### config.mk
export PLATFORM = sky130hd
export DESIGN_NAME = rsel_unit
export DESIGN_NICKNAME = d
export VERILOG_FILES = /design/src/rtl/rsel_pkg.sv /design/src/rtl/rsel_classify.sv /design/src/rtl/rsel_route.sv /design/src/rtl/rsel_sign.sv /design/src/rtl/rsel_unit.sv
export SDC_FILE = /design/constraint.sdc
export NUM_CORES = 1
export LEC_CHECK = 0
export BUFFER_PORTS_ARGS = -buffer_cell sky130_fd_sc_hd__buf_2
export CAP_MARGIN = 20
export CORE_MARGIN = 10
export CORE_UTILIZATION = 23
export CTS_CLUSTER_DIAMETER = 40
export CTS_CLUSTER_SIZE = 30
export DETAILED_ROUTE_END_ITERATION = 7
export PLACE_DENSITY = 0.42
export SLEW_MARGIN = 20
export SYNTH_ARGS = -nofsm -noshare
export SYNTH_HDL_FRONTEND = slang
export SYNTH_SLANG_ARGS = --single-unit
### constraint.sdc
create_clock -name clk -period 5.35 [get_ports clk]
set_input_delay 0.2675 -clock clk [delete_from_list [all_inputs] [get_ports clk]]
set_output_delay 0.2675 -clock clk [all_outputs]
set_load 0.005 [all_outputs]
### src/rtl/rsel_pkg.sv
package rsel_pkg;

    // Resolution path chosen for an operand pair, in priority order.
    typedef enum logic [2:0] {
        P_SNAN_A   = 3'd0,
        P_SNAN_B   = 3'd1,
        P_QNAN_B   = 3'd2,
        P_QNAN_A   = 3'd3,
        P_ZERO_TIE = 3'd4,
        P_MAG_TIE  = 3'd5,
        P_ORDER    = 3'd6
    } path_e;

    typedef enum logic [1:0] {
        CMP_MIN    = 2'b00,
        CMP_MAX    = 2'b01,
        CMP_MINMAG = 2'b10,
        CMP_MAXMAG = 2'b11
    } cmp_e;

    typedef enum logic [1:0] {
        SGN_SRC_A = 2'b00,
        SGN_PICK  = 2'b01,
        SGN_CLR   = 2'b10,
        SGN_SET   = 2'b11
    } sgn_e;

    typedef struct packed {
        logic is_nan;
        logic is_snan;
        logic is_qnan;
        logic is_den;
        logic is_zero;
    } opinfo_t;

endpackage

### src/rtl/rsel_classify.sv
module rsel_classify
    import rsel_pkg::*;
#(
    parameter int EXP_W  = 11,
    parameter int FRAC_W = 52,
    localparam int W     = 1 + EXP_W + FRAC_W
) (
    input  logic [W-1:0] op,
    input  logic         daz,
    output opinfo_t      info,
    output logic [W-1:0] eff
);

    logic [EXP_W-1:0]  expo;
    logic [FRAC_W-1:0] frac;
    logic              exp_max;
    logic              exp_zero;
    logic              frac_nz;

    always_comb begin
        expo     = op[W-2:FRAC_W];
        frac     = op[FRAC_W-1:0];
        exp_max  = &expo;
        exp_zero = ~|expo;
        frac_nz  = |frac;

        info.is_nan  = exp_max & frac_nz;
        info.is_snan = exp_max & frac_nz & ~frac[FRAC_W-1];
        info.is_qnan = exp_max & frac[FRAC_W-1];
        info.is_den  = exp_zero & frac_nz;
        info.is_zero = exp_zero & (~frac_nz | daz);

        // Flushed value keeps the sign and clears everything else.
        if (exp_zero && frac_nz && daz) begin
            eff = {op[W-1], {(W-1){1'b0}}};
        end else begin
            eff = op;
        end
    end

endmodule

### src/rtl/rsel_route.sv
module rsel_route
    import rsel_pkg::*;
#(
    parameter int EXP_W  = 11,
    parameter int FRAC_W = 52,
    localparam int W     = 1 + EXP_W + FRAC_W,
    localparam int QBIT  = FRAC_W - 1
) (
    input  logic [W-1:0] a,
    input  logic [W-1:0] b,
    input  opinfo_t      ia,
    input  opinfo_t      ib,
    input  logic [1:0]   cmp,
    input  logic         daz,
    output path_e        path,
    output logic [W-1:0] pick,
    output logic         inv,
    output logic         den
);

    logic [W-2:0] mag_a;
    logic [W-2:0] mag_b;
    logic         sdiff;
    logic         ord_le;
    logic         mag_le;
    logic         mag_eq;
    cmp_e         cmp_k;

    always_comb begin
        mag_a = a[W-2:0];
        mag_b = b[W-2:0];
        sdiff = a[W-1] ^ b[W-1];
        mag_le = (mag_a <= mag_b);
        mag_eq = (mag_a == mag_b);
        cmp_k  = cmp_e'(cmp);

        // Sign-magnitude ordering of A against B.
        if (sdiff) begin
            ord_le = a[W-1];
        end else if (!a[W-1]) begin
            ord_le = (mag_a <= mag_b);
        end else begin
            ord_le = (mag_a >= mag_b);
        end
    end

    // Path selection, highest priority first.
    always_comb begin
        if (ia.is_snan) begin
            path = P_SNAN_A;
        end else if (ib.is_snan) begin
            path = P_SNAN_B;
        end else if (ib.is_qnan) begin
            path = P_QNAN_B;
        end else if (ia.is_qnan) begin
            path = P_QNAN_A;
        end else if (ia.is_zero && ib.is_zero && sdiff) begin
            path = P_ZERO_TIE;
        end else if (mag_eq && sdiff && cmp[1]) begin
            path = P_MAG_TIE;
        end else begin
            path = P_ORDER;
        end
    end

    always_comb begin
        unique case (path)
            P_SNAN_A: begin
                pick       = a;
                pick[QBIT] = 1'b1;
            end
            P_SNAN_B: begin
                pick       = b;
                pick[QBIT] = 1'b1;
            end
            P_QNAN_B: pick = a;
            P_QNAN_A: pick = b;
            P_ZERO_TIE: begin
                pick = {~cmp[0], {(W-1){1'b0}}};
            end
            P_MAG_TIE: begin
                if (cmp[0]) begin
                    pick = a[W-1] ? b : a;
                end else begin
                    pick = a[W-1] ? a : b;
                end
            end
            P_ORDER: begin
                unique case (cmp_k)
                    CMP_MIN:    pick = ord_le ? a : b;
                    CMP_MAX:    pick = ord_le ? b : a;
                    CMP_MINMAG: pick = mag_le ? a : b;
                    CMP_MAXMAG: pick = mag_le ? b : a;
                    default:    pick = a;
                endcase
            end
            default: pick = a;
        endcase
    end

    always_comb begin
        inv = ia.is_snan | ib.is_snan;
        den = ~daz & ~inv & ((ia.is_den & ~ib.is_qnan) | (ib.is_den & ~ia.is_qnan));
    end

endmodule

### src/rtl/rsel_sign.sv
module rsel_sign
    import rsel_pkg::*;
#(
    parameter int EXP_W  = 11,
    parameter int FRAC_W = 52,
    localparam int W     = 1 + EXP_W + FRAC_W
) (
    input  path_e        path,
    input  logic [1:0]   sgn,
    input  logic         sign_a,
    input  logic [W-1:0] pick,
    output logic [W-1:0] outv
);

    sgn_e sgn_k;

    always_comb begin
        sgn_k = sgn_e'(sgn);
        outv  = pick;
        unique case (path)
            P_SNAN_A, P_SNAN_B: outv = pick;
            default: begin
                unique case (sgn_k)
                    SGN_SRC_A: outv[W-1] = sign_a;
                    SGN_PICK:  outv[W-1] = pick[W-1];
                    SGN_CLR:   outv[W-1] = 1'b0;
                    SGN_SET:   outv[W-1] = 1'b1;
                    default:   outv[W-1] = pick[W-1];
                endcase
            end
        endcase
    end

endmodule

### src/rtl/rsel_unit.sv
module rsel_unit
    import rsel_pkg::*;
#(
    parameter int EXP_W  = 11,
    parameter int FRAC_W = 52,
    parameter int CTRL_W = 8,
    localparam int W     = 1 + EXP_W + FRAC_W
) (
    input  logic              clk,
    input  logic              rst,
    input  logic [W-1:0]      op_a,
    input  logic [W-1:0]      op_b,
    input  logic [CTRL_W-1:0] ctrl,
    input  logic              daz,
    output logic [W-1:0]      res,
    output logic              flag_inv,
    output logic              flag_den,
    output logic              ctrl_bad
);

    logic [1:0][W-1:0] raw;
    logic [1:0][W-1:0] eff;
    opinfo_t [1:0]     info;

    path_e        path;
    logic [W-1:0] pick;
    logic [W-1:0] nxt_res;
    logic         nxt_inv;
    logic         nxt_den;
    logic         nxt_bad;

    assign raw[0] = op_a;
    assign raw[1] = op_b;

    for (genvar g = 0; g < 2; g++) begin : g_cls
        rsel_classify #(.EXP_W(EXP_W), .FRAC_W(FRAC_W)) u_cls (
            .op   (raw[g]),
            .daz  (daz),
            .info (info[g]),
            .eff  (eff[g])
        );
    end

    rsel_route #(.EXP_W(EXP_W), .FRAC_W(FRAC_W)) u_route (
        .a    (eff[0]),
        .b    (eff[1]),
        .ia   (info[0]),
        .ib   (info[1]),
        .cmp  (ctrl[1:0]),
        .daz  (daz),
        .path (path),
        .pick (pick),
        .inv  (nxt_inv),
        .den  (nxt_den)
    );

    rsel_sign #(.EXP_W(EXP_W), .FRAC_W(FRAC_W)) u_sign (
        .path   (path),
        .sgn    (ctrl[3:2]),
        .sign_a (op_a[W-1]),
        .pick   (pick),
        .outv   (nxt_res)
    );

    assign nxt_bad = |ctrl[CTRL_W-1:4];

    always_ff @(posedge clk) begin
        if (rst) begin
            res      <= '0;
            flag_inv <= 1'b0;
            flag_den <= 1'b0;
            ctrl_bad <= 1'b0;
        end else begin
            res      <= nxt_res;
            flag_inv <= nxt_inv;
            flag_den <= nxt_den;
            ctrl_bad <= nxt_bad;
        end
    end

endmodule

==> impl_metrics.py <==
metrics = {
    "finish": {
        "syn2layout_area_growth_pct": 60.8,
        "drive_gt1_share_pct": 41.7,
        "stdcell_area_mm2": 0.0139,
        "most-common-layout-cells": "buf_4, nand2_1, buf_2",
        "layout.nets": 1941,
        "mostFrequentLayoutCell": "buf_4",
    },
    "clock_network": {
        "numCtsBuffers": 9,
        "htreeDepth": 3,
        "cts_tree": "yes",
        "clk_path_buf_depth": 2,
        "cts_sinks": 67,
        "hold_buffers": 0,
        "path_clk_slew_ps": 80,
        "cts_root_buffer": "clkbuf_16",
    },
    "critical_path": {
        "startpoint_type": "input port",
        "cp_max_fo": 7,
        "critPathKind": "in -> reg",
        "cp-end-kind": "flip-flop",
        "arrival_ps": 5530,
        "worstPathRequired_ps": 5650,
    },
    "floorplanning": {
        "die-area_mm2": 0.0458,
        "ios": 206,
        "coreArea_mm2": 0.0374,
        "start_util_pct": 23.2,
        "fp.dieH_um": 214,
        "row_count": 71,
        "die_x_um": 214,
    },
    "synthesis": {
        "synthesis.nets": 1481,
        "synth_cells": 1286,
        "synth-edff-count": 0,
        "synth_area_leaders": "dfxtp_1, nand2_1, ha_1",
        "yosys_warnings": 0,
        "synth_top_cell_area_share_pct": 15.5,
        "synth.yosys.seq_area_share_pct": 15.5,
        "syn_area_mm2": 0.00867,
        "ys_seq_elements": 67,
        "yosysTopAreaCell": "dfxtp_1",
        "yosysUniqueCellTypes": 82,
        "synth_area_per_cell_um2": 6.74,
        "ys.flop_type": "dfxtp_1",
        "synthArstFlopShare_pct": 0,
    },
    "timing": {
        "rsz0062_at_grt": "true",
        "relSlewSlack_pct": 26.5,
        "worst_pin_slew_ps": 1100,
        "post-route-period-util_pct": 97.8,
        "layout_min_cycle_time_ps": 5230,
        "setup_viol": 0,
        "max_freq_mhz": 191,
        "report.final.slew_viol_count": 0,
        "finalHoldViolCount": 0,
    },
    "routing": {
        "via_per_inst": 5.40,
        "wirelength_um": 49800,
        "first_pass_iters": 6,
        "drc": 0,
        "ant_nets": 0,
        "wl_per_cell_um": 22.0,
        "drt-initial-drc-count": 1101,
        "vias": 12218,
    },
    "grt": {
        "grt_max_degree": 69,
        "grt_pass1_vias": 11945,
        "grt_remaining_overflow": 0,
        "track_usage_pct": 20.3,
        "grt_antenna_before_repair": 0,
        "grt_pass1_wl_um": 73400,
    },
    "pwr": {
        "power.total_mw": 2.36,
        "peakVddDrop_mv": 0.160,
        "power_frac_comb_pct": 47.1,
        "seqPwrFrac_pct": 24.6,
        "p_leak_nw": 6.45,
        "switching_share_pct": 39.0,
        "internal_power_mw": 1.44,
        "p_sw_mw": 0.921,
        "p_per_area_mw_per_mm2": 169,
        "p_clk_share_pct": 28.3,
    },
    "place": {
        "hpwl_um": 36800,
        "gp_congestion": 0.904,
        "dpl-instance-area_mm2": 0.0126,
        "port_buffers": 205,
    },
    "job": {
        "timing.max_cap.violations": 0,
    },
    "run_status": {
        "run_status": "finished clean",
    },
    "worst_hold_path": {
        "hold_class": "in -> reg",
    },
}
-- critical path, cell delays in order --
cell       delay [ps]
buf_6              90
or4_4             560
or4_4             580
o41ai_4           400
buf_6             180
buf_12            130
buf_12            140
nand2_4            60
inv_4              60
ha_4              190
o211ai_1          260
a21oi_2           120
a2111oi_4         270
buf_4             160
o211ai_1           80
a21o_1            240
nor3_4            220
buf_6             150
mux2i_4           300
buf_6             160
clkbuf_16         160
mux2_4            310
a21oi_2           130
nor3_2             70
nor3_2            240
-- per-stage QoR --
step	hold slack, ps	setup WS (ps)	util, %	std cells	setup TNS, ps
finish	120	118	37.3	2263	0
global route	123	-31.0	37.2	2262	-209
CTS	98.7	17.4	34.6	2232	0
detailed placement	486	-676	33.7	2216	-27220
global placement	502	-695	33.7	2216	-27920
floorplan	344	90.1	-	1286	0
-- worst paths after layout --
path                  startpoint        to  slack [ps]  cells past startpoint
worst max-delay path    op_a[19]   res[10]         120                     25
worst min-delay path     ctrl[6]  ctrl_bad         120                      3
-- cells in the mapped netlist, types with 21 or more instances --
cell      count
nand2_1     215
a21oi_1     126
o22ai_1      90
clkbuf_1     75
o21ai_0      71
dfxtp_1      67
inv_1        66
ha_1         56
a211oi_1     51
nor2_1       51
o211ai_1     46
a21o_1       39
nor3_1       31
nor4_1       30
nand4_1      24
buf_2        21
nand3_1      21
-- state kept, by name, indices dropped and copies added (netlist names) --
signal / cells
flag_inv: 1
res: 64
flag_den: 1
ctrl_bad: 1
-- final cells by class --
type	instances	area, um2
sequential	67	1340
timing repair buffer	561	4090
inverter	66	260
clock buffer	9	225
fill	3989	23500
multi-input combinational	1041	7300
tap	511	639
antenna	1	2.50
clock inverter	7	76.3
-- what timing repair did --
| item | 4_1_cts | 5_1_grt |
|---|---|---|
| buffers inserted | 0 | 24 |
| endpoints found under the setup margin | 40 | 64 |
| pin swaps | 1 | 62 |
| resized for setup | 8 | 165 |
| gates cloned | 0 | 6 |
-- layer usage --
metal	GRT usage, %	wire, um	vias to the layer above
met3	3.26	3330	55
met5	0	0	-
li1	-	-	5813
met2	32.1	22700	488
met4	6.17	1180	0
met1	27.6	22600	5862
-- kinds of logic (layout without fill, tap and decap cells) --
| family | after synthesis | count (layout) | share of synthesized area (%) |
|---|---|---|---|
| xor gates and xnor gates | 9 | 9 | 0.910 |
| and+or+nand+nor | 437 | 437 | 24.1 |
| other | 0 | 1 | 0 |
| buffers and inverters | 179 | 643 | 8.36 |
| AOI/OAI and AO/OA | 521 | 522 | 40.9 |
| DFF | 67 | 67 | 15.5 |
| muxes | 14 | 14 | 1.76 |
| adders and majority gates | 59 | 59 | 8.45 |
-- power by group through the flow --
stage / registers [mW] / logic, mW / clock network (mW)
after floorplan: 0.591 / 0.463 / 0
after global placement: 0.594 / 0.970 / 0
after detailed placement: 0.592 / 0.975 / 0
after CTS: 0.582 / 0.985 / 0.689
after global routing: 0.586 / 1.21 / 0.700
final: 0.581 / 1.11 / 0.667
No activity file was read; power rests on OpenSTA's default activity.
